==> config.mk <==
export PLATFORM = sky130hd
export DESIGN_NAME = mhart_tick_irq
export DESIGN_NICKNAME = d
export VERILOG_FILES = /design/src/rtl/mhti_pkg.sv /design/src/rtl/mhti_timebase.sv /design/src/rtl/mhti_hart_slot.sv /design/src/rtl/mhart_tick_irq.sv
export SDC_FILE = /design/constraint.sdc
export NUM_CORES = 1
export LEC_CHECK = 0
export BUFFER_PORTS_ARGS = -buffer_cell sky130_fd_sc_hd__buf_2
export CORE_MARGIN = 3
export CORE_UTILIZATION = 55
export CTS_BUF_LIST = sky130_fd_sc_hd__clkbuf_8
export DETAILED_ROUTE_END_ITERATION = 10
export HOLD_SLACK_MARGIN = 0.05
export PLACE_DENSITY = 0.69
export SLEW_MARGIN = 40
export SYNTH_ARGS = -nofsm -noshare
export SYNTH_HDL_FRONTEND = slang
export SYNTH_HIERARCHICAL = 1
export SYNTH_SLANG_ARGS = --single-unit
==> constraint.sdc <==
create_clock -name clk -period 4.6 [get_ports clk]
set_clock_uncertainty 0.2 [all_clocks]
set_input_delay 0.46 -clock clk [delete_from_list [all_inputs] [get_ports clk]]
set_output_delay 0.46 -clock clk [all_outputs]
set_load 0.03 [all_outputs]
==> src/rtl/mhti_pkg.sv <==
package mhti_pkg;

  typedef enum logic [1:0] {
    REG_NONE = 2'd0,
    REG_SW   = 2'd1,
    REG_CMP  = 2'd2,
    REG_TIME = 2'd3
  } reg_kind_e;

  typedef struct packed {
    reg_kind_e   kind;
    logic [11:0] idx;
    logic        hi;
  } reg_hit_t;

  // Map a byte offset to a register class, hart index and word half.
  function automatic reg_hit_t decode_off(input logic [15:0] a, input int unsigned nh);
    reg_hit_t    r;
    logic [11:0] cidx;
    r    = '0;
    cidx = 12'((a - 16'h4000) >> 3);
    if (a[15:14] == 2'b00) begin
      if ({20'd0, a[13:2]} < nh) begin
        r.kind = REG_SW;
        r.idx  = a[13:2];
      end
    end else if (a[15:3] == 13'h17FF) begin
      r.kind = REG_TIME;
      r.hi   = a[2];
    end else if (a < 16'hBFF8) begin
      if ({20'd0, cidx} < nh) begin
        r.kind = REG_CMP;
        r.idx  = cidx;
        r.hi   = a[2];
      end
    end
    return r;
  endfunction

  function automatic logic [63:0] time_advance(input logic [63:0] t, input int unsigned step);
    return t + 64'(step);
  endfunction

  function automatic logic timer_due(input logic [63:0] deadline, input logic [63:0] now);
    return deadline < now;
  endfunction

  function automatic logic sw_value_sets(input logic [31:0] v);
    return v == 32'd1;
  endfunction

endpackage

==> src/rtl/mhti_timebase.sv <==
module mhti_timebase
  import mhti_pkg::*;
#(
  parameter int unsigned PRESCALE = 10,
  parameter int unsigned STEP     = 10
) (
  input  logic        clk,
  input  logic        rst,
  output logic [63:0] time_q,
  output logic        tick
);
  localparam int unsigned PW = (PRESCALE > 1) ? $clog2(PRESCALE) : 1;

  logic [PW-1:0] pcnt;

  assign tick = (pcnt == PW'(PRESCALE - 1));

  always_ff @(posedge clk) begin
    if (rst) begin
      pcnt   <= '0;
      time_q <= '0;
    end else if (tick) begin
      pcnt   <= '0;
      time_q <= time_advance(time_q, STEP);
    end else begin
      pcnt   <= pcnt + 1'b1;
    end
  end

  // time only moves on a prescaled tick
  a_r5_hold_between_ticks: assert property (@(posedge clk) disable iff (rst)
    !tick |=> $stable(time_q));

  // every tick moves time forward
  a_r5_tick_advances: assert property (@(posedge clk) disable iff (rst)
    tick |=> (time_q > $past(time_q)));

endmodule

==> src/rtl/mhti_hart_slot.sv <==
module mhti_hart_slot
  import mhti_pkg::*;
(
  input  logic        clk,
  input  logic        rst,
  input  logic        sw_we,
  input  logic        cmp_we,
  input  logic        hi_sel,
  input  logic [31:0] wdata,
  input  logic [63:0] time_now,
  output logic        sw_bit,
  output logic [63:0] cmp_q,
  output logic        irq_timer
);

  always_ff @(posedge clk) begin
    if (rst) begin
      sw_bit <= 1'b0;
      cmp_q  <= '0;
    end else begin
      if (sw_we) sw_bit <= sw_value_sets(wdata);
      if (cmp_we) begin
        if (hi_sel) cmp_q[63:32] <= wdata;
        else        cmp_q[31:0]  <= wdata;
      end
    end
  end

  assign irq_timer = timer_due(cmp_q, time_now);

  // a flag changes only on a write addressed to this hart
  a_r2_flag_untouched: assert property (@(posedge clk) disable iff (rst)
    !sw_we |=> $stable(sw_bit));

  // a low-word write keeps the high word
  a_r3_keep_high: assert property (@(posedge clk) disable iff (rst)
    (cmp_we && !hi_sel) |=> (cmp_q[63:32] == $past(cmp_q[63:32])));

  // a high-word write keeps the low word
  a_r3_keep_low: assert property (@(posedge clk) disable iff (rst)
    (cmp_we && hi_sel) |=> (cmp_q[31:0] == $past(cmp_q[31:0])));

  // with time rising, a raised timer interrupt drops only after a deadline write
  a_r6_sticky_until_write: assert property (@(posedge clk) disable iff (rst)
    (irq_timer && !cmp_we) |=> irq_timer);

endmodule

==> src/rtl/mhart_tick_irq.sv <==
module mhart_tick_irq
  import mhti_pkg::*;
#(
  parameter int unsigned NUM_HARTS = 4,
  parameter int unsigned PRESCALE  = 10,
  parameter int unsigned STEP      = 10
) (
  input  logic                 clk,
  input  logic                 rst,
  input  logic [15:0]          bus_addr,
  input  logic                 bus_we,
  input  logic [31:0]          bus_wdata,
  input  logic                 bus_re,
  output logic [31:0]          bus_rdata,
  output logic [NUM_HARTS-1:0] timer_irq,
  output logic [NUM_HARTS-1:0] soft_irq
);

  reg_hit_t            hit;
  logic [63:0]         time_now;
  logic                tick;
  logic [NUM_HARTS-1:0] sw_we;
  logic [NUM_HARTS-1:0] cmp_we;
  logic [63:0]         cmp_all [NUM_HARTS];
  logic [31:0]         rd_mux;

  assign hit = decode_off(bus_addr, NUM_HARTS);

  mhti_timebase #(.PRESCALE(PRESCALE), .STEP(STEP)) u_timebase (
    .clk    (clk),
    .rst    (rst),
    .time_q (time_now),
    .tick   (tick)
  );

  for (genvar h = 0; h < NUM_HARTS; h++) begin : g_hart
    assign sw_we[h]  = bus_we && (hit.kind == REG_SW)  && (hit.idx == 12'(h));
    assign cmp_we[h] = bus_we && (hit.kind == REG_CMP) && (hit.idx == 12'(h));

    mhti_hart_slot u_slot (
      .clk       (clk),
      .rst       (rst),
      .sw_we     (sw_we[h]),
      .cmp_we    (cmp_we[h]),
      .hi_sel    (hit.hi),
      .wdata     (bus_wdata),
      .time_now  (time_now),
      .sw_bit    (soft_irq[h]),
      .cmp_q     (cmp_all[h]),
      .irq_timer (timer_irq[h])
    );
  end

  always_comb begin
    rd_mux = '0;
    case (hit.kind)
      REG_SW: begin
        for (int h = 0; h < NUM_HARTS; h++)
          if (hit.idx == 12'(h)) rd_mux = {31'd0, soft_irq[h]};
      end
      REG_CMP: begin
        for (int h = 0; h < NUM_HARTS; h++)
          if (hit.idx == 12'(h)) rd_mux = hit.hi ? cmp_all[h][63:32] : cmp_all[h][31:0];
      end
      REG_TIME: rd_mux = hit.hi ? time_now[63:32] : time_now[31:0];
      default:  rd_mux = '0;
    endcase
  end

  always_ff @(posedge clk) begin
    if (rst) bus_rdata <= '0;
    else     bus_rdata <= bus_re ? rd_mux : 32'd0;
  end

  // no read in the previous cycle means zero read data
  a_r8_idle_zero: assert property (@(posedge clk) disable iff (rst)
    !bus_re |=> (bus_rdata == 32'd0));

  // unmapped reads return zero
  a_r7_unmapped_zero: assert property (@(posedge clk) disable iff (rst)
    (bus_re && hit.kind == REG_NONE) |=> (bus_rdata == 32'd0));

  // at most one hart's flag is written per cycle
  a_r2_single_target: assert property (@(posedge clk) disable iff (rst)
    $onehot0(sw_we));

  // an access to the time words never writes a flag or a deadline
  a_r4_time_readonly: assert property (@(posedge clk) disable iff (rst)
    (hit.kind == REG_TIME) |-> (sw_we == '0 && cmp_we == '0));

endmodule

==> key figures <==
Global routing
  – Initial antenna violation count: 2
  – Tot GR Track Use: 38.1%
  – Largest net degree at the start of global routing: 181
  – Vias in the first global route: 21800
  – Gr ovfl total: 0
  – First-pass GRT wire length: 129000 µm

Drt
  – WL per Instance: 24.1 µm
  – Drt drc: 0
  – Via-to-Cell Ratio: 6.45
  – Post-route ant nets: 0
  – DR vias: 23000
  – Iter 0 DRT Violations: 2702
  – Pre-antenna DRT Iters: 6
  – Drt total wl: 86200 µm

Synthesis
  – Synth Warn #: 6
  – FFs w/ async S/R, synth: 0%
  – Number of synthesized flops with an enable pin: 0
  – Largest family of logic cells by synthesized area: simple AND/OR/NAND/NOR gates
  – Synthesis-stage register bit count: 359
  – Syn Area/Cell: 7.77 µm²
  – Top FF cell, synth: dfxtp_1
  – Post-synthesis compound-gate area fraction: 20.0%
  – Seq/Total Area, Yosys: 31.8%
  – Netlist cell types: 79
  – Adder-Cell Fraction of Synth Area: 14.1%
  – Synth Area in XOR/XNOR: 1.55%
  – Gate Count Post-Synth: 2907
  – Cell area after synthesis: 0.0226 mm²
  – Multiplexer share of the synthesized area: 3.22%
  – Mapped Nets: 3214
  – Simple-Gate Fraction of Synth Area: 22.0%

Timing
  – Final hold vios: 0
  – Final setup vio count: 0
  – Slew HR: 35.2%
  – Setup TNS: 0 ps
  – Final worst setup slack: 258 ps
  – Slew @ Worst Pin: 973 ps
  – Fmax: 230 MHz
  – Final Cycle Share: 94.4%
  – Post-layout min period: 4340 ps
  – Slew Viols, Final: 0
  – RSZ-0062 raised after global routing: false

Clock tree
  – Post-CTS setup buffer count: 0
  – CTS root buf: clkbuf_8
  – CTS H-tree lvls: 3
  – Clock transition at the registers of the reported paths: 60 ps
  – Clock tree buffer depth: 3
  – Cts bufs inserted: 67
  – CTS tree: done
  – Clk_lat worst skew: 650 ps
  – Clock sinks: 359

Outcome
  – Status: complete, no violations

Finish
  – Proportion of layout cells with a drive suffix above 1: 9.60%
  – Final net count: 3306
  – Final core occ: 62.8%
  – Area growth from synthesis to layout: 11.8%
  – FILL cells: 3666

Setup path
  – Crit path max fanout: 8
  – Worst Path Arrival: 3680 ps
  – Worst setup SP type: flop
  – Critical path type: flop to output pin
  – Worst setup EP type: output pin
  – Critical Path RT: 3940 ps

Run
  – Max-cap viol count: 0

Power
  – Leak: 10.1 nW
  – Total power: 0.00655 W
  – Pwr Density: 259 mW/mm²
  – VDD IR-drop max: 201 µV

Place
  – Pre-CTS setup slack: 875 ps
  – DP Wirelength: 60300 µm
  – Port Buf Inserts: 89
  – Gpl congestion: 0.982

Floorplanning
  – Total core area: 0.0402 mm²
  – Initial Util: 56.2%
  – Die Ht: 209 µm
  – Num rows: 73
  – Full die area: 0.0435 mm²
  – Die W: 209 µm
  – Io pins: 92

Min path
  – Hold WC Path Type: input port to flop
-- placed cells by master (no fill, tap or decap), types with 23 or more instances in the layout --
cell,netlist,final
a211oi_1,49,49
a21oi_1,373,372
a221o_1,26,26
and3_1,36,36
buf_2,18,87
buf_4,2,46
clkbuf_8,0,79
dfxtp_1,359,359
dlygate4sd3_1,0,34
ha_1,255,255
inv_1,269,296
mux2i_1,57,57
nand2_1,630,630
nand3_1,41,41
nand4_1,66,66
nor2_1,81,81
nor3_1,27,27
nor4_1,39,38
o211a_1,26,26
o21ai_0,63,60
o22ai_1,47,47
o32ai_1,38,38
xnor2_1,23,23
-- state kept, by name, summed over array words and instances, names as in the netlist --
register / cells
g_hart.u_slot/cmp_q: 256
u_timebase/time_q: 63
bus_rdata: 32
g_hart.u_slot/sw_bit: 4
u_timebase/pcnt: 4
-- cell type report --
class | instances | area, µm² | share of cell area (%)
Inverter | 270 | 1010 | 4.01
Clock inverter | 34 | 189 | 0.748
Timing Repair Buffer | 176 | 1300 | 5.16
Multi-Input combinational cell | 2125 | 13800 | 54.7
Clock buffer | 79 | 1090 | 4.30
Tap cell | 525 | 657 | 2.60
Antenna cell | 1 | 2.50 | 0.00991
Sequential cell | 359 | 7190 | 28.5
-- stage by stage --
stage,hold slack (ps),area [µm²],instances
final,162,25300,3569
after global routing,158,25300,3568
after CTS,110,25300,3568
after detailed placement,261,23600,3421
after global placement,260,23600,3420
after floorplan,241,22600,2907
-- logic make-up (layout without fill, tap and decap cells) --
logic type / count (synthesis) / in the layout
multiplexers: 70 / 70
AND/OR/NAND/NOR: 1039 / 1039
other: 1 / 2
flip-flops: 359 / 359
AO/OA/AOI/OAI: 720 / 720
buffers and inverters: 423 / 559
adder cells (fa/ha/maj): 255 / 255
XOR/XNOR: 40 / 40
-- worst paths after layout --
path | from | slack [ps] | depth (start not counted) | endpoint
setup / recovery | u_timebase/time_q[6] | 260 | 9 | timer_irq[0]
setup reg to reg | u_timebase/time_q[7] | 1250 | 5 | u_timebase/time_q[62]
hold / removal | bus_re | 160 | 4 | bus_rdata[0]
hold reg to reg | g_hart[1].u_slot/cmp_q[0] | 270 | 2 | g_hart[1].u_slot/cmp_q[0]
-- critical path, cell delays in order, from the launching register on --
cell and delay, ps:
dfxtp_1 520, inv_1 80, ha_1 320, and3_1 230
a221oi_1 400, o21ai_1 350, a211o_1 350, a21oi_1 240
o311a_1 310, buf_2 240
-- Yosys cell counts (7+ instances only) --
library cell	number	area (µm²)
a211o_1	8	70.1
a211oi_1	49	368
a21o_1	9	67.6
a21oi_1	373	1870
a221o_1	26	260
a221oi_1	14	123
and2_1	14	87.6
and3_1	36	225
and4_1	7	61.3
buf_1	7	26.3
buf_2	18	90.1
clkbuf_1	123	462
dfxtp_1	359	7190
ha_1	255	3190
inv_1	269	1010
mux2_2	12	135
mux2i_1	57	571
nand2_1	630	2360
nand2b_1	14	87.6
nand3_1	41	205
nand4_1	66	413
nor2_1	81	304
nor3_1	27	135
nor4_1	39	244
nor4_2	8	100
nor4_4	8	170
o211a_1	26	260
o21ai_0	63	315
o22ai_1	47	294
o31ai_1	7	52.6
o32ai_1	38	333
or3_1	17	106
or4_1	10	75.1
xnor2_1	23	201
xor2_1	17	149
-- per-layer routing --
| layer | vias to the layer above | GRT usage [%] | part of all wire [%] |
|---|---|---|---|
| li1 | 10500 | - | - |
| met1 | 10900 | 51.0 | 40 |
| met2 | 1365 | 58.1 | 43 |
| met3 | 278 | 8.57 | 11 |
| met4 | 0 | 19.1 | 5.5 |
| met5 | - | 0 | 0 |
-- power by group --
group / switching [W] / internal, W / total, W
logic: 0.000259 / 0.0000999 / 0.000359
registers: 0.00000255 / 0.00311 / 0.00312
clock network: 0.00142 / 0.00166 / 0.00307
total: 0.00168 / 0.00487 / 0.00655
-- repair_timing --
item                                    4_1_cts  5_1_grt
hold buffers                                 34        0
hold endpoints to repair                    266        0
resized for setup                             0        1
endpoints found under the setup margin        0        1
Note: power is estimated with default switching activity, not from simulation.
